===== config.mk =====
export PLATFORM = sky130hd
export DESIGN_NAME = tws_mem_slave
export DESIGN_NICKNAME = d
export VERILOG_FILES = /design/src/rtl/tws_pkg.sv /design/src/rtl/tws_line_sync.sv /design/src/rtl/tws_bus_events.sv /design/src/rtl/tws_addr_ptr.sv /design/src/rtl/tws_mem_slave.sv
export SDC_FILE = /design/constraint.sdc
export NUM_CORES = 1
export LEC_CHECK = 0
export CAP_MARGIN = 20
export CORE_ASPECT_RATIO = 1.5
export CORE_UTILIZATION = 49
export DETAILED_ROUTE_END_ITERATION = 8
export DONT_BUFFER_PORTS = 1
export PLACE_DENSITY = 0.67
export SYNTH_ARGS = -nofsm -noshare
export SYNTH_HDL_FRONTEND = slang
export SYNTH_SLANG_ARGS = --single-unit

===== constraint.sdc =====
create_clock -name clk -period 3.6 [get_ports clk]
set_input_delay 0.18 -clock clk [delete_from_list [all_inputs] [get_ports clk]]
set_output_delay 0.18 -clock clk [all_outputs]
set_load 0.03 [all_outputs]

===== src/rtl/tws_pkg.sv =====
package tws_pkg;
  typedef enum logic [2:0] {
    PH_IDLE, PH_SEL, PH_ADDR, PH_WDATA, PH_RDATA, PH_SKIP
  } phase_t;

  // selector byte decode: device code plus strap pins
  function automatic logic sel_hit(input logic [7:0] b, input logic [3:0] code,
                                   input logic [2:0] pins);
    return (b[7:4] == code) && (b[3:1] == pins);
  endfunction

  // increment only the low pb bits, upper bits held
  function automatic logic [15:0] page_step(input logic [15:0] p, input int unsigned pb);
    logic [15:0] m;
    m = (16'(1) << pb) - 16'(1);
    return (p & ~m) | ((p + 16'(1)) & m);
  endfunction

  function automatic logic [15:0] lin_step(input logic [15:0] p);
    return p + 16'(1);
  endfunction
endpackage


===== src/rtl/tws_line_sync.sv =====
module tws_line_sync #(
  parameter int STAGES = 2
) (
  input  logic clk,
  input  logic rst_n,
  input  logic d,
  output logic q,
  output logic q_prev
);
  logic [STAGES-1:0] chain;

  generate
    for (genvar i = 0; i < STAGES; i++) begin : g_stage
      always_ff @(posedge clk or negedge rst_n) begin
        if (!rst_n) chain[i] <= 1'b1;
        else if (i == 0) chain[i] <= d;
        else chain[i] <= chain[(i == 0) ? 0 : i-1];
      end
    end
  endgenerate

  always_ff @(posedge clk or negedge rst_n) begin
    if (!rst_n) q_prev <= 1'b1;
    else q_prev <= chain[STAGES-1];
  end

  assign q = chain[STAGES-1];
endmodule


===== src/rtl/tws_bus_events.sv =====
module tws_bus_events #(
  parameter int STAGES = 2
) (
  input  logic clk,
  input  logic rst_n,
  input  logic scl_i,
  input  logic sda_i,
  output logic scl_lvl,
  output logic sda_lvl,
  output logic scl_rise,
  output logic scl_fall,
  output logic start_evt,
  output logic stop_evt
);
  logic scl_prev, sda_prev;

  tws_line_sync #(.STAGES(STAGES)) u_scl (
    .clk(clk), .rst_n(rst_n), .d(scl_i), .q(scl_lvl), .q_prev(scl_prev));
  tws_line_sync #(.STAGES(STAGES)) u_sda (
    .clk(clk), .rst_n(rst_n), .d(sda_i), .q(sda_lvl), .q_prev(sda_prev));

  assign scl_rise  = scl_lvl & ~scl_prev;
  assign scl_fall  = ~scl_lvl & scl_prev;
  assign start_evt = scl_lvl & scl_prev & sda_prev & ~sda_lvl;
  assign stop_evt  = scl_lvl & scl_prev & ~sda_prev & sda_lvl;
endmodule


===== src/rtl/tws_addr_ptr.sv =====
module tws_addr_ptr
  import tws_pkg::*;
#(
  parameter int AW = 8,
  parameter int PB = 4
) (
  input  logic          clk,
  input  logic          rst_n,
  input  logic          load,
  input  logic [AW-1:0] load_val,
  input  logic          page_inc,
  input  logic          lin_inc,
  output logic [AW-1:0] ptr
);
  always_ff @(posedge clk or negedge rst_n) begin
    if (!rst_n)        ptr <= '0;
    else if (load)     ptr <= load_val;
    else if (page_inc) ptr <= AW'(page_step(16'(ptr), PB));
    else if (lin_inc)  ptr <= AW'(lin_step(16'(ptr)));
  end
endmodule


===== src/rtl/tws_mem_slave.sv =====
module tws_mem_slave
  import tws_pkg::*;
#(
  parameter int         AW       = 8,
  parameter int         PB       = 4,
  parameter int         STAGES   = 2,
  parameter logic [3:0] DEV_CODE = 4'b1010
) (
  input  logic          clk,
  input  logic          rst_n,
  input  logic          scl_i,
  input  logic          sda_i,
  output logic          sda_pd_o,
  input  logic [2:0]    cs_pins_i,
  input  logic          wr_busy_i,
  output logic          wr_en_o,
  output logic [AW-1:0] wr_addr_o,
  output logic [7:0]    wr_data_o,
  output logic [AW-1:0] rd_addr_o,
  input  logic [7:0]    rd_data_i
);
  localparam int CW = 4;
  localparam logic [CW-1:0] LAST_BIT = CW'(8);
  localparam logic [CW-1:0] ACK_BIT  = CW'(9);

  logic scl_lvl, sda_lvl, scl_rise, scl_fall, start_evt, stop_evt;
  phase_t        phase;
  logic [CW-1:0] cnt;
  logic [7:0]    rx_sh, tx_sh;
  logic          pd_q, m_ack;

  // named internal events
  logic rx_phase, byte_end, ack_go, nack_evt, ptr_load, wr_go, rd_inc, sel_ok;

  tws_bus_events #(.STAGES(STAGES)) u_ev (
    .clk(clk), .rst_n(rst_n), .scl_i(scl_i), .sda_i(sda_i),
    .scl_lvl(scl_lvl), .sda_lvl(sda_lvl), .scl_rise(scl_rise), .scl_fall(scl_fall),
    .start_evt(start_evt), .stop_evt(stop_evt));

  assign rx_phase = (phase == PH_SEL) || (phase == PH_ADDR) || (phase == PH_WDATA);
  assign byte_end = rx_phase && scl_fall && (cnt == LAST_BIT) && !start_evt && !stop_evt;
  assign sel_ok   = (phase != PH_SEL) || sel_hit(rx_sh, DEV_CODE, cs_pins_i);
  assign ack_go   = byte_end && sel_ok && !wr_busy_i;
  assign ptr_load = ack_go && (phase == PH_ADDR);
  assign wr_go    = ack_go && (phase == PH_WDATA);
  assign rd_inc   = (phase == PH_RDATA) && scl_rise && (cnt == LAST_BIT) && !sda_lvl
                    && !start_evt && !stop_evt;
  assign nack_evt = (phase == PH_RDATA) && scl_fall && (cnt == ACK_BIT) && !m_ack
                    && !start_evt && !stop_evt;

  tws_addr_ptr #(.AW(AW), .PB(PB)) u_ptr (
    .clk(clk), .rst_n(rst_n), .load(ptr_load), .load_val(rx_sh[AW-1:0]),
    .page_inc(wr_go), .lin_inc(rd_inc), .ptr(rd_addr_o));

  always_ff @(posedge clk or negedge rst_n) begin
    if (!rst_n) begin
      phase <= PH_IDLE;
      cnt   <= '0;
      rx_sh <= '0;
      tx_sh <= '0;
      pd_q  <= 1'b0;
      m_ack <= 1'b0;
    end else if (start_evt) begin
      phase <= PH_SEL;
      cnt   <= '0;
      pd_q  <= 1'b0;
    end else if (stop_evt) begin
      phase <= PH_IDLE;
      cnt   <= '0;
      pd_q  <= 1'b0;
    end else begin
      unique case (phase)
        PH_SEL, PH_ADDR, PH_WDATA: begin
          if (scl_rise) begin
            if (cnt < LAST_BIT) begin
              rx_sh <= {rx_sh[6:0], sda_lvl};
              cnt   <= cnt + CW'(1);
            end else if (cnt == LAST_BIT) begin
              cnt <= ACK_BIT;
            end
          end else if (scl_fall) begin
            if (cnt == LAST_BIT) begin
              if (ack_go) pd_q <= 1'b1;
              else        phase <= PH_SKIP;
            end else if (cnt == ACK_BIT) begin
              pd_q <= 1'b0;
              cnt  <= '0;
              if (phase == PH_SEL) begin
                if (rx_sh[0]) begin
                  phase <= PH_RDATA;
                  tx_sh <= rd_data_i;
                  pd_q  <= ~rd_data_i[7];
                end else begin
                  phase <= PH_ADDR;
                end
              end else begin
                phase <= PH_WDATA;
              end
            end
          end
        end
        PH_RDATA: begin
          if (scl_rise) begin
            if (cnt < LAST_BIT) cnt <= cnt + CW'(1);
            else if (cnt == LAST_BIT) begin
              cnt   <= ACK_BIT;
              m_ack <= ~sda_lvl;
            end
          end else if (scl_fall) begin
            if (cnt > CW'(0) && cnt < LAST_BIT) begin
              tx_sh <= {tx_sh[6:0], 1'b0};
              pd_q  <= ~tx_sh[6];
            end else if (cnt == LAST_BIT) begin
              pd_q <= 1'b0;
            end else if (cnt == ACK_BIT) begin
              cnt <= '0;
              if (m_ack) begin
                tx_sh <= rd_data_i;
                pd_q  <= ~rd_data_i[7];
              end else begin
                phase <= PH_SKIP;
                pd_q  <= 1'b0;
              end
            end
          end
        end
        default: begin
          pd_q <= 1'b0;
          cnt  <= '0;
        end
      endcase
    end
  end

  always_ff @(posedge clk or negedge rst_n) begin
    if (!rst_n) begin
      wr_en_o   <= 1'b0;
      wr_addr_o <= '0;
      wr_data_o <= '0;
    end else begin
      wr_en_o <= wr_go;
      if (wr_go) begin
        wr_addr_o <= rd_addr_o;
        wr_data_o <= rx_sh;
      end
    end
  end

  assign sda_pd_o = pd_q;
endmodule


After elaboration in Yosys (flattened, before gate mapping)
Index checks and enable logic that the tools add are counted.
{ "totals": {"register_bits": 55, "input_bits": 16, "out_inout_bits": 26, "word_cells": 164} }
{ "classes": {"n_addsub": 2, "magnitude_cmp": 2, "eq_ne": 35, "mux": 60, "bitwise_logic": 17, "reduce_logical": 32} }
{ "ops": {"columns": ["cell", "count"], "rows": [
  ["two-way mux 7 bit", 12],
  ["two-way mux 3 bit", 15],
  ["two-way mux 4 bit", 11],
  ["inequality test 5 bit (second input constant)", 6],
  ["inequality test 4 bit (second input constant)", 7],
  ["two-way mux 8 bit", 3],
  ["inequality test 2 bit (second input constant)", 8],
  ["logical AND 1 bit", 15],
  ["two-way mux 1 bit", 15],
  ["case mux 7 bit (2 select lines)", 1],
  ["AND reduction 14 bit", 1],
  ["equality test 4 bit (second input constant)", 3],
  ["AND reduction 11 bit", 1],
  ["NOT 1 bit", 9],
  ["adder 8 x 1 -> 8 bit (second input constant)", 1],
  ["bitwise OR 8 x 4 -> 8 bit", 1],
  ["case mux 4 bit (2 select lines)", 1],
  ["AND 1 bit", 7],
  ["AND reduction 7 bit", 1],
  ["equality test 3 x 2 -> 1 bit (second input constant)", 2],
  ["inequality test 3 x 1 -> 1 bit (second input constant)", 2],
  ["inequality test 3 x 2 -> 1 bit (second input constant)", 2],
  ["inequality test 6 x 3 -> 1 bit (second input constant)", 1],
  ["case mux 3 bit (2 select lines)", 1],
  ["other kinds (17)", 22]
]} }

Logic depth before layout (Yosys ltp)
Gate-level depths: netlist of run 1.
{ "depth": {"depth_word": 16, "mapped_depth": 9, "ltp_nobuf": 7} }

Hierarchy
A second synthesis of run 1 with hierarchy kept.
{ "unflattened": {"hier_cells": 242, "hier_area_um2": 2899.0} }
{ "modules_own_cells": {"columns": ["mod", "n_inst", "cells_each", "area_per_inst_um2", "seq_area_each_um2"], "rows": [
  ["tws_mem_slave", 1, 181, 2240.9, 1026.0],
  ["tws_addr_ptr", 1, 51, 467.9, 200.2],
  ["tws_line_sync", 2, 3, 78.8, 78.8],
  ["tws_bus_events", 1, 4, 32.5, 0.0]
]} }

Worst setup path after synthesis of run 1
No wires, ideal clock.
{ "synth_path": {"path_type": "flip-flop to flip-flop", "startpoint": "register cnt[0]", "endpoint": "register tx_sh[0]", "setup_time_ns": 0.125, "t_arrival_ns": 2.032, "required_ns": 3.475, "path_slack_ns": 1.444, "path_stages_with_launch": 8, "n_path_buf": 0, "period_less_slack_ns": 2.156, "cell_sequence": "dfrtp_1 > inv_1 > ha_1 > nor2b_1 > o21ai_0 > o2bb2ai_1 > nor4_4 > mux2_2"} }
{ "synth_via": {"elab_chain_cells": 6, "elab_cells_between_ends": 15, "cone_classes": "2 x order compare; 7 x eq/ne; 4 x mux; 2 x reduce/logical"} }
{ "synth_lines": {"columns": ["item", "line_no", "text"], "rows": [
  ["from (decl)", "tws_mem_slave.sv:28", "logic [CW-1:0] cnt;"],
  ["from (signal assigned)", "tws_mem_slave.sv:77", "cnt <= cnt + CW'(1);"],
  ["from (signal assigned)", "tws_mem_slave.sv:104", "if (cnt < LAST_BIT) cnt <= cnt + CW'(1);"],
  ["> comparator 4 x 1 -> 1 bit / < comparator 4 bit (equally long branches)", "tws_mem_slave.sv:110", "if (cnt > CW'(0) && cnt < LAST_BIT) begin"],
  ["logical AND 1 bit", "tws_mem_slave.sv:110", null],
  ["two-way mux 7 bit", "tws_mem_slave.sv:110", null],
  ["two-way mux 7 bit", "tws_mem_slave.sv:109", "end else if (scl_fall) begin"],
  ["two-way mux 7 bit", "tws_mem_slave.sv:103", "if (scl_rise) begin"],
  ["case mux 7 bit (2 select lines)", "tws_mem_slave.sv:72", "unique case (phase)"],
  ["to (signal assigned)", "tws_mem_slave.sv:91", "tx_sh <= rd_data_i;"],
  ["to (signal assigned)", "tws_mem_slave.sv:111", "tx_sh <= {tx_sh[6:0], 1'b0};"],
  ["to (signal assigned)", "tws_mem_slave.sv:118", "tx_sh <= rd_data_i;"],
  ["to (decl)", "tws_mem_slave.sv:29", "logic [7:0] rx_sh, tx_sh;"]
]} }
Parallel ways exist; a longest one is shown, timed or not. The select of a mux whose other input is x is not followed.
A chain may end at the register's enable or synchronous reset.

Worst setup path in the final report of run 1
{ "layout_path": {"startpoint": "register cnt[0]", "endpoint": "register u_ptr.ptr[7]"} }
{ "layout_via": {"elab_chain_cells": 9, "elab_cells_between_ends": 15, "cone_classes": "1 x eq/ne; 2 x mux; 12 x reduce/logical"} }
{ "layout_lines": {"columns": ["item", "line_no", "text"], "rows": [
  ["equality test 4 bit *", "tws_mem_slave.sv:41, tws_mem_slave.sv:46", null],
  ["logical AND 1 bit (3 in a row)", "tws_mem_slave.sv:41", "assign byte_end = rx_phase && scl_fall && (cnt == LAST_BIT) && !start_evt && !stop_evt;"],
  ["logical AND 1 bit (2 in a row)", "tws_mem_slave.sv:43", "assign ack_go = byte_end && sel_ok && !wr_busy_i;"],
  ["logical AND 1 bit", "tws_mem_slave.sv:45", "assign wr_go = ack_go && (phase == PH_WDATA);"],
  ["two-way mux 8 bit", "tws_addr_ptr.sv:18", "else if (page_inc) ptr <= AW'(page_step(16'(ptr), PB));"],
  ["two-way mux 8 bit", "tws_addr_ptr.sv:17", "else if (load) ptr <= load_val;"],
  ["to (signal assigned)", "tws_addr_ptr.sv:17", null],
  ["to (signal assigned)", "tws_addr_ptr.sv:18", null],
  ["to (signal assigned)", "tws_addr_ptr.sv:19", "else if (lin_inc) ptr <= AW'(lin_step(16'(ptr)));"],
  ["to (decl)", "tws_addr_ptr.sv:13", "output logic [AW-1:0] ptr"]
]} }
Every way passes the cells marked *; elsewhere a longest branch is shown, timed or not.

==> flow_summary.toml, run 1 <==
[synthesis]
netlist_area_mm2 = 0.00297
synth.most_common_cell = "nand2_1"
syn_area_per_cell_um2 = 10.1
synth_area_leaders = "dfrtp_1, mux2_2, nand2_1"
synth_top_area_share_pct = 41.3
ys_seq_elements = 55
yosysUniqueCellTypes = 60
synth_edf_count = 0
synth_area_leader_cell = "dfrtp_1"
synth-async-reset-ratio_pct = 100
ys.flop_type = "dfrtp_1"
syn-num-nets = 318
yosysWarnings = 0
seq_area_frac_synth_pct = 46.6
syn_inst = 294
yosys-top-cells-count = "nand2_1, dfrtp_1, mux2_2"

[grt]
grtUsageMet1_pct = 24.8
grt_max_degree = 56
grt_use_met2_pct = 38.7
grt_pass1_wl_um = 10600
grt.total_usage_pct = 21.6
grtUsageMet3_pct = 4.11
antenna_found_initial = 0
top_usage_layer = "met2"
grt_pass1_vias = 2194
overflow = 0

[worst_hold_path]
holdCritPathClass = "primary input to register"

[layout]
final_core_util_pct = 54.2
seq_area_mm2 = 0.00138
drive_gt1_share_pct = 15.3
diodes = 0
fin_nets = 318
nFillCells = 525
finalInstanceArea_mm2 = 0.00316
areaGrowthSynthToFinish_pct = 6.45
multiInputGateArea_mm2 = 0.00149

[setup_path]
cp-start-kind = "register"
arrival_ns = 2.83
crit_type = "register to register"
rrSetupSlack_ns = 1.00
setup.worst_path.end_class = "register"
worstPathRequired_ns = 3.83
critPathMaxFanout = 12

[route]
vias = 2169
vias_per_cell = 5.91
drc = 0
finalWirelength_um = 6110
ant_nets = 0
drt_iter0_markers = 188
dr.pass1.iters = 4
detail_route.wl_per_cell_um = 16.6

[placement]
port_buffers = 0
dp_hpwl_um = 4490
gp_congestion = 0.929
place_worst_setup_slack_ns = 1.03
placed_cell_area_mm2 = 0.00301

[pwr]
power.leakage_uw = 0.00140
power.density_mw_per_mm2 = 501
ir_worst_vdd_uv = 300

[timing]
max_freq_mhz = 385
fin_skew_ns = 0.00690
post-route-min-period_ns = 2.60
finalHoldViolCount = 0
slew_viol_final = 0
period_share_pct = 72.2
whs_ns = 0.0316
fin_ws_ns = 1.00
setup_tns_ns = 0
setup_viol = 0
rsz0062_at_grt = "no"
worst_slew_pin_slew_ns = 0.978
slew_headroom_pct = 34.8

[floorplanning]
start_util_pct = 50.9
rows = 34
die_h_um = 97.3
dieWidth_um = 65.6
top_level_ports = 42
dieArea_mm2 = 0.00638
core-area_mm2 = 0.00583

[clocking]
cts_tree = "done"
cts_resized = 0
htree_levels = 2
cts-root-buf = "clkbuf_8"
cts_hold_buffers = 4
cts_sinks = 55
clkLatencyLatePin_ns = 0.31
cts_buffer_depth = 2
path_clk_slew_ns = 0.10
postCtsSetupBuffers = 0
numCtsBuffers = 5

[flow_run]
cap_violations = 0

[run_status]
run_status = "finished, final reports clean"
==> where the power goes <==
part / leakage (uW) / switching [uW] / internal, uW
clock: 0.0000502 / 217 / 145
combinational: 0.000650 / 198 / 190
sequential: 0.000703 / 128 / 705
==> stage by stage <==
| step | std cells | total power [uW] |
|---|---|---|
| global placement | 355 | 1210 |
| finish | 367 | 1580 |
| global route | 367 | 1680 |
| CTS | 367 | 1590 |
| detailed placement | 355 | 1210 |
| floorplan | 294 | 1130 |
==> cell usage in the layout (no fill, tap or decap), types with 2 or more instances in the layout <==
| cell type | instances |
|---|---|
| and3_1 | 7 |
| dlygate4sd3_1 | 3 |
| nand4_1 | 2 |
| o211ai_1 | 3 |
| nand2b_1 | 5 |
| dfrtp_1 | 49 |
| nand2_1 | 54 |
| clkbuf_8 | 5 |
| nor3b_1 | 2 |
| o2111ai_1 | 2 |
| dfstp_2 | 6 |
| nor4bb_1 | 2 |
| o21a_1 | 2 |
| nor2b_1 | 4 |
| a21oi_1 | 7 |
| a31oi_1 | 3 |
| o2bb2ai_1 | 3 |
| clkinv_4 | 2 |
| or4_1 | 2 |
| mux2_2 | 21 |
| a21o_1 | 2 |
| ha_1 | 8 |
| mux2i_1 | 4 |
| xnor2_1 | 7 |
| o311ai_0 | 2 |
| inv_1 | 12 |
| nand3_1 | 9 |
| nand3b_1 | 2 |
| o21ai_0 | 15 |
| a21boi_0 | 2 |
| nor2_1 | 10 |
| a221o_1 | 2 |
| and3b_1 | 2 |
| nor3_1 | 5 |
==> cell families after synthesis <==
| group | after synthesis | share of synthesized area (%) |
|---|---|---|
| buffers and inverters | 23 | 3.54 |
| AND/OR/NAND/NOR | 118 | 21.1 |
| adder cells (fa/ha/maj) | 8 | 3.37 |
| AO/OA/AOI/OAI | 57 | 13.5 |
| XOR/XNOR | 8 | 2.61 |
| multiplexers | 25 | 9.31 |
| flip-flops | 55 | 46.6 |
==> worst paths after layout <==
kind	start	end	cells after the start
min reg2reg	u_ev.u_sda.chain[0]$_DFF_PN1_	u_ev.u_sda.q$_DFF_PN1_	0
min	wr_busy_i	wr_en_o$_DFF_PN0_	2
max	cnt[0]$_DFFE_PN0P_	u_ptr.ptr[7]$_DFFE_PN0P_	6
min in group asynchronous	rst_n	u_ptr.ptr[4]$_DFFE_PN0P_	2
max in group asynchronous	rst_n	u_ev.u_scl.q$_DFF_PN1_	2
max reg2reg	cnt[0]$_DFFE_PN0P_	u_ptr.ptr[7]$_DFFE_PN0P_	6
==> layout make-up <==
cell class / instances / share of cell area [%]
clock buffer: 5 / 2.18
clock inverter: 3 / 0.911
timing repair buffer: 4 / 1.82
tap: 72 / 2.85
sequential: 55 / 43.8
multi-input combinational: 216 / 47.0
inverter: 12 / 1.43
==> worst max-delay path: stages (launching register included) <==
cell and delay (ns):
dfrtp_1 0.44, inv_1 0.11, ha_1 0.27, and3b_1 0.37, o2111ai_1 0.49, or4_1 0.65
a31oi_1 0.19
==> sequential cells by signal, summed over array words and instances (netlist names), 3 cells and up <==
name	count
tx_sh	7
rx_sh	8
cnt	4
phase	3
wr_data_o	8
wr_addr_o	8
u_ptr.ptr	8
==> per-layer routing <==
metal  share of wire (%)  up-vias
met1                  41     1049
met2                  53       65
met3                 4.6        8
li1                    -     1047
met5                   0        -
met4                 1.7        0
Power figures use the tool's default switching activity.
==> inputs of run 2 (changes only) <==
==> constraint.sdc (replaced) <==
create_clock -name clk -period 2.5 [get_ports clk]
set_input_delay 0.125 -clock clk [delete_from_list [all_inputs] [get_ports clk]]
set_output_delay 0.125 -clock clk [all_outputs]
set_load 0.03 [all_outputs]
==> flow_summary.toml, run 2 (synthesized netlist as in run 1, its figures left out) <==
[run_status]
run_status = "finished, final reports clean"

[pwr]
ir_worst_vdd_uv = 401
power.leakage_uw = 0.00143
power.density_mw_per_mm2 = 736

[layout]
fin_nets = 323
final_cell_mix = "nand2_1, dfrtp_1, mux2_2"
drive_gt1_share_pct = 17.0
areaGrowthSynthToFinish_pct = 8.39
nFillCells = 517
diodes = 0
final_core_util_pct = 55.2
final_common_cell = "nand2_1"

[setup_path]
arrival_ns = 2.56
rrSetupSlack_ns = 0.15
crit_type = "register to register"
critPathMaxFanout = 8
worstPathRequired_ns = 2.70
cp-start-kind = "register"
setup.worst_path.end_class = "register"

[timing]
setup_viol = 0
worst_slew_pin_slew_ns = 0.580
setup_tns_ns = 0
whs_ns = 0.0174
max_freq_mhz = 425
finalHoldViolCount = 0
post-route-min-period_ns = 2.35
rsz0062_at_grt = "no"
slew_viol_final = 0
fin_skew_ns = 0.0108
period_share_pct = 94.2
slew_headroom_pct = 61.3

[grt]
grt_max_degree = 56
overflow = 0
grt_pass1_vias = 2251
grt_pass1_wl_um = 10600
antenna_found_initial = 0
grt.total_usage_pct = 21.4

[clocking]
cts_tree = "done"
cts_sinks = 55
htree_levels = 2
cts-root-buf = "clkbuf_8"
numCtsBuffers = 5
path_clk_slew_ns = 0.10
cts_buffer_depth = 2
clkLatencyLatePin_ns = 0.31

[route]
drt_iter0_markers = 148
dr.pass1.iters = 4
drc = 0
finalWirelength_um = 6250
ant_nets = 0
vias_per_cell = 5.93
vias = 2206
detail_route.wl_per_cell_um = 16.8

[floorplanning]
die_h_um = 97.3
start_util_pct = 50.9
dieArea_mm2 = 0.00638
top_level_ports = 42
rows = 34
core-area_mm2 = 0.00583
dieWidth_um = 65.6

[placement]
gp_congestion = 0.979
port_buffers = 0
dp_hpwl_um = 4590

[flow_run]
cap_violations = 0

[worst_hold_path]
holdCritPathClass = "primary input to register"
[run 2: worst paths after layout]
path | from | endpoint | depth (start not counted)
setup / recovery | cnt[1]$_DFFE_PN0P_ | u_ptr.ptr[4]$_DFFE_PN0P_ | 7
hold / removal | wr_busy_i | wr_en_o$_DFF_PN0_ | 2
setup reg to reg | cnt[1]$_DFFE_PN0P_ | u_ptr.ptr[4]$_DFFE_PN0P_ | 7
hold reg to reg | u_ev.u_sda.chain[0]$_DFF_PN1_ | u_ev.u_sda.q$_DFF_PN1_ | 0
max in group asynchronous | rst_n | u_ev.u_scl.q$_DFF_PN1_ | 2
min in group asynchronous | rst_n | wr_addr_o[5]$_DFFE_PN0N_ | 2
[run 2: worst max-delay path: stages, from the launching register on]
cell and delay (ns):
dfrtp_1 0.41, inv_1 0.12, ha_1 0.28, and3b_1 0.38, nand2_4 0.12, or3_1 0.49, o2bb2ai_1 0.17, a221o_1 0.29
[run 2: final cells by class]
cell class | instances | area, um2 | area share [%]
multi-input combinational | 216 | 1490 | 46.3
sequential | 55 | 1380 | 43.0
timing repair buffer | 9 | 95.1 | 2.95
tap | 72 | 90.1 | 2.80
clock buffer | 5 | 68.8 | 2.14
clock inverter | 3 | 46.3 | 1.44
inverter | 12 | 45.0 | 1.40
[run 2: per-layer routing]
layer	track usage, %	routed length, um	up-vias	part of all wire, %
met4	5.52	90	0	1.4
met5	0	0	-	0
met1	24.5	2430	1054	39
met2	39.3	3400	79	54
li1	-	-	1062	-
met3	3.87	328	11	5.2
[run 2: what timing repair did]
| action | 4_1_cts | 5_1_grt |
|---|---|---|
| hold buffers | 4 | 0 |
| hold endpoints to repair | 57 | 0 |
| buffers inserted | 0 | 0 |
| endpoints found under the setup margin | 0 | 5 |
| gates resized for setup | 0 | 2 |
[run 2: per-stage QoR]
stage,setup slack (ns),power (uW),instances,cell area (um2)
6_report,0.146,2370,372,3220
5_1_grt,0.0321,2500,372,3220
4_1_cts,0.173,2380,372,3220
3_5_place_dp,0.180,1750,360,3040
3_3_place_gp,0.240,1750,360,3040
2_1_floorplan,0.344,1630,294,2970
[run 2: where the power goes]
part | internal (uW) | leakage, uW | switching [uW]
logic | 277 | 0.000675 | 289
clock network | 302 | 0.0000548 | 298
registers | 1010 | 0.000703 | 186
total | 1590 | 0.00143 | 774
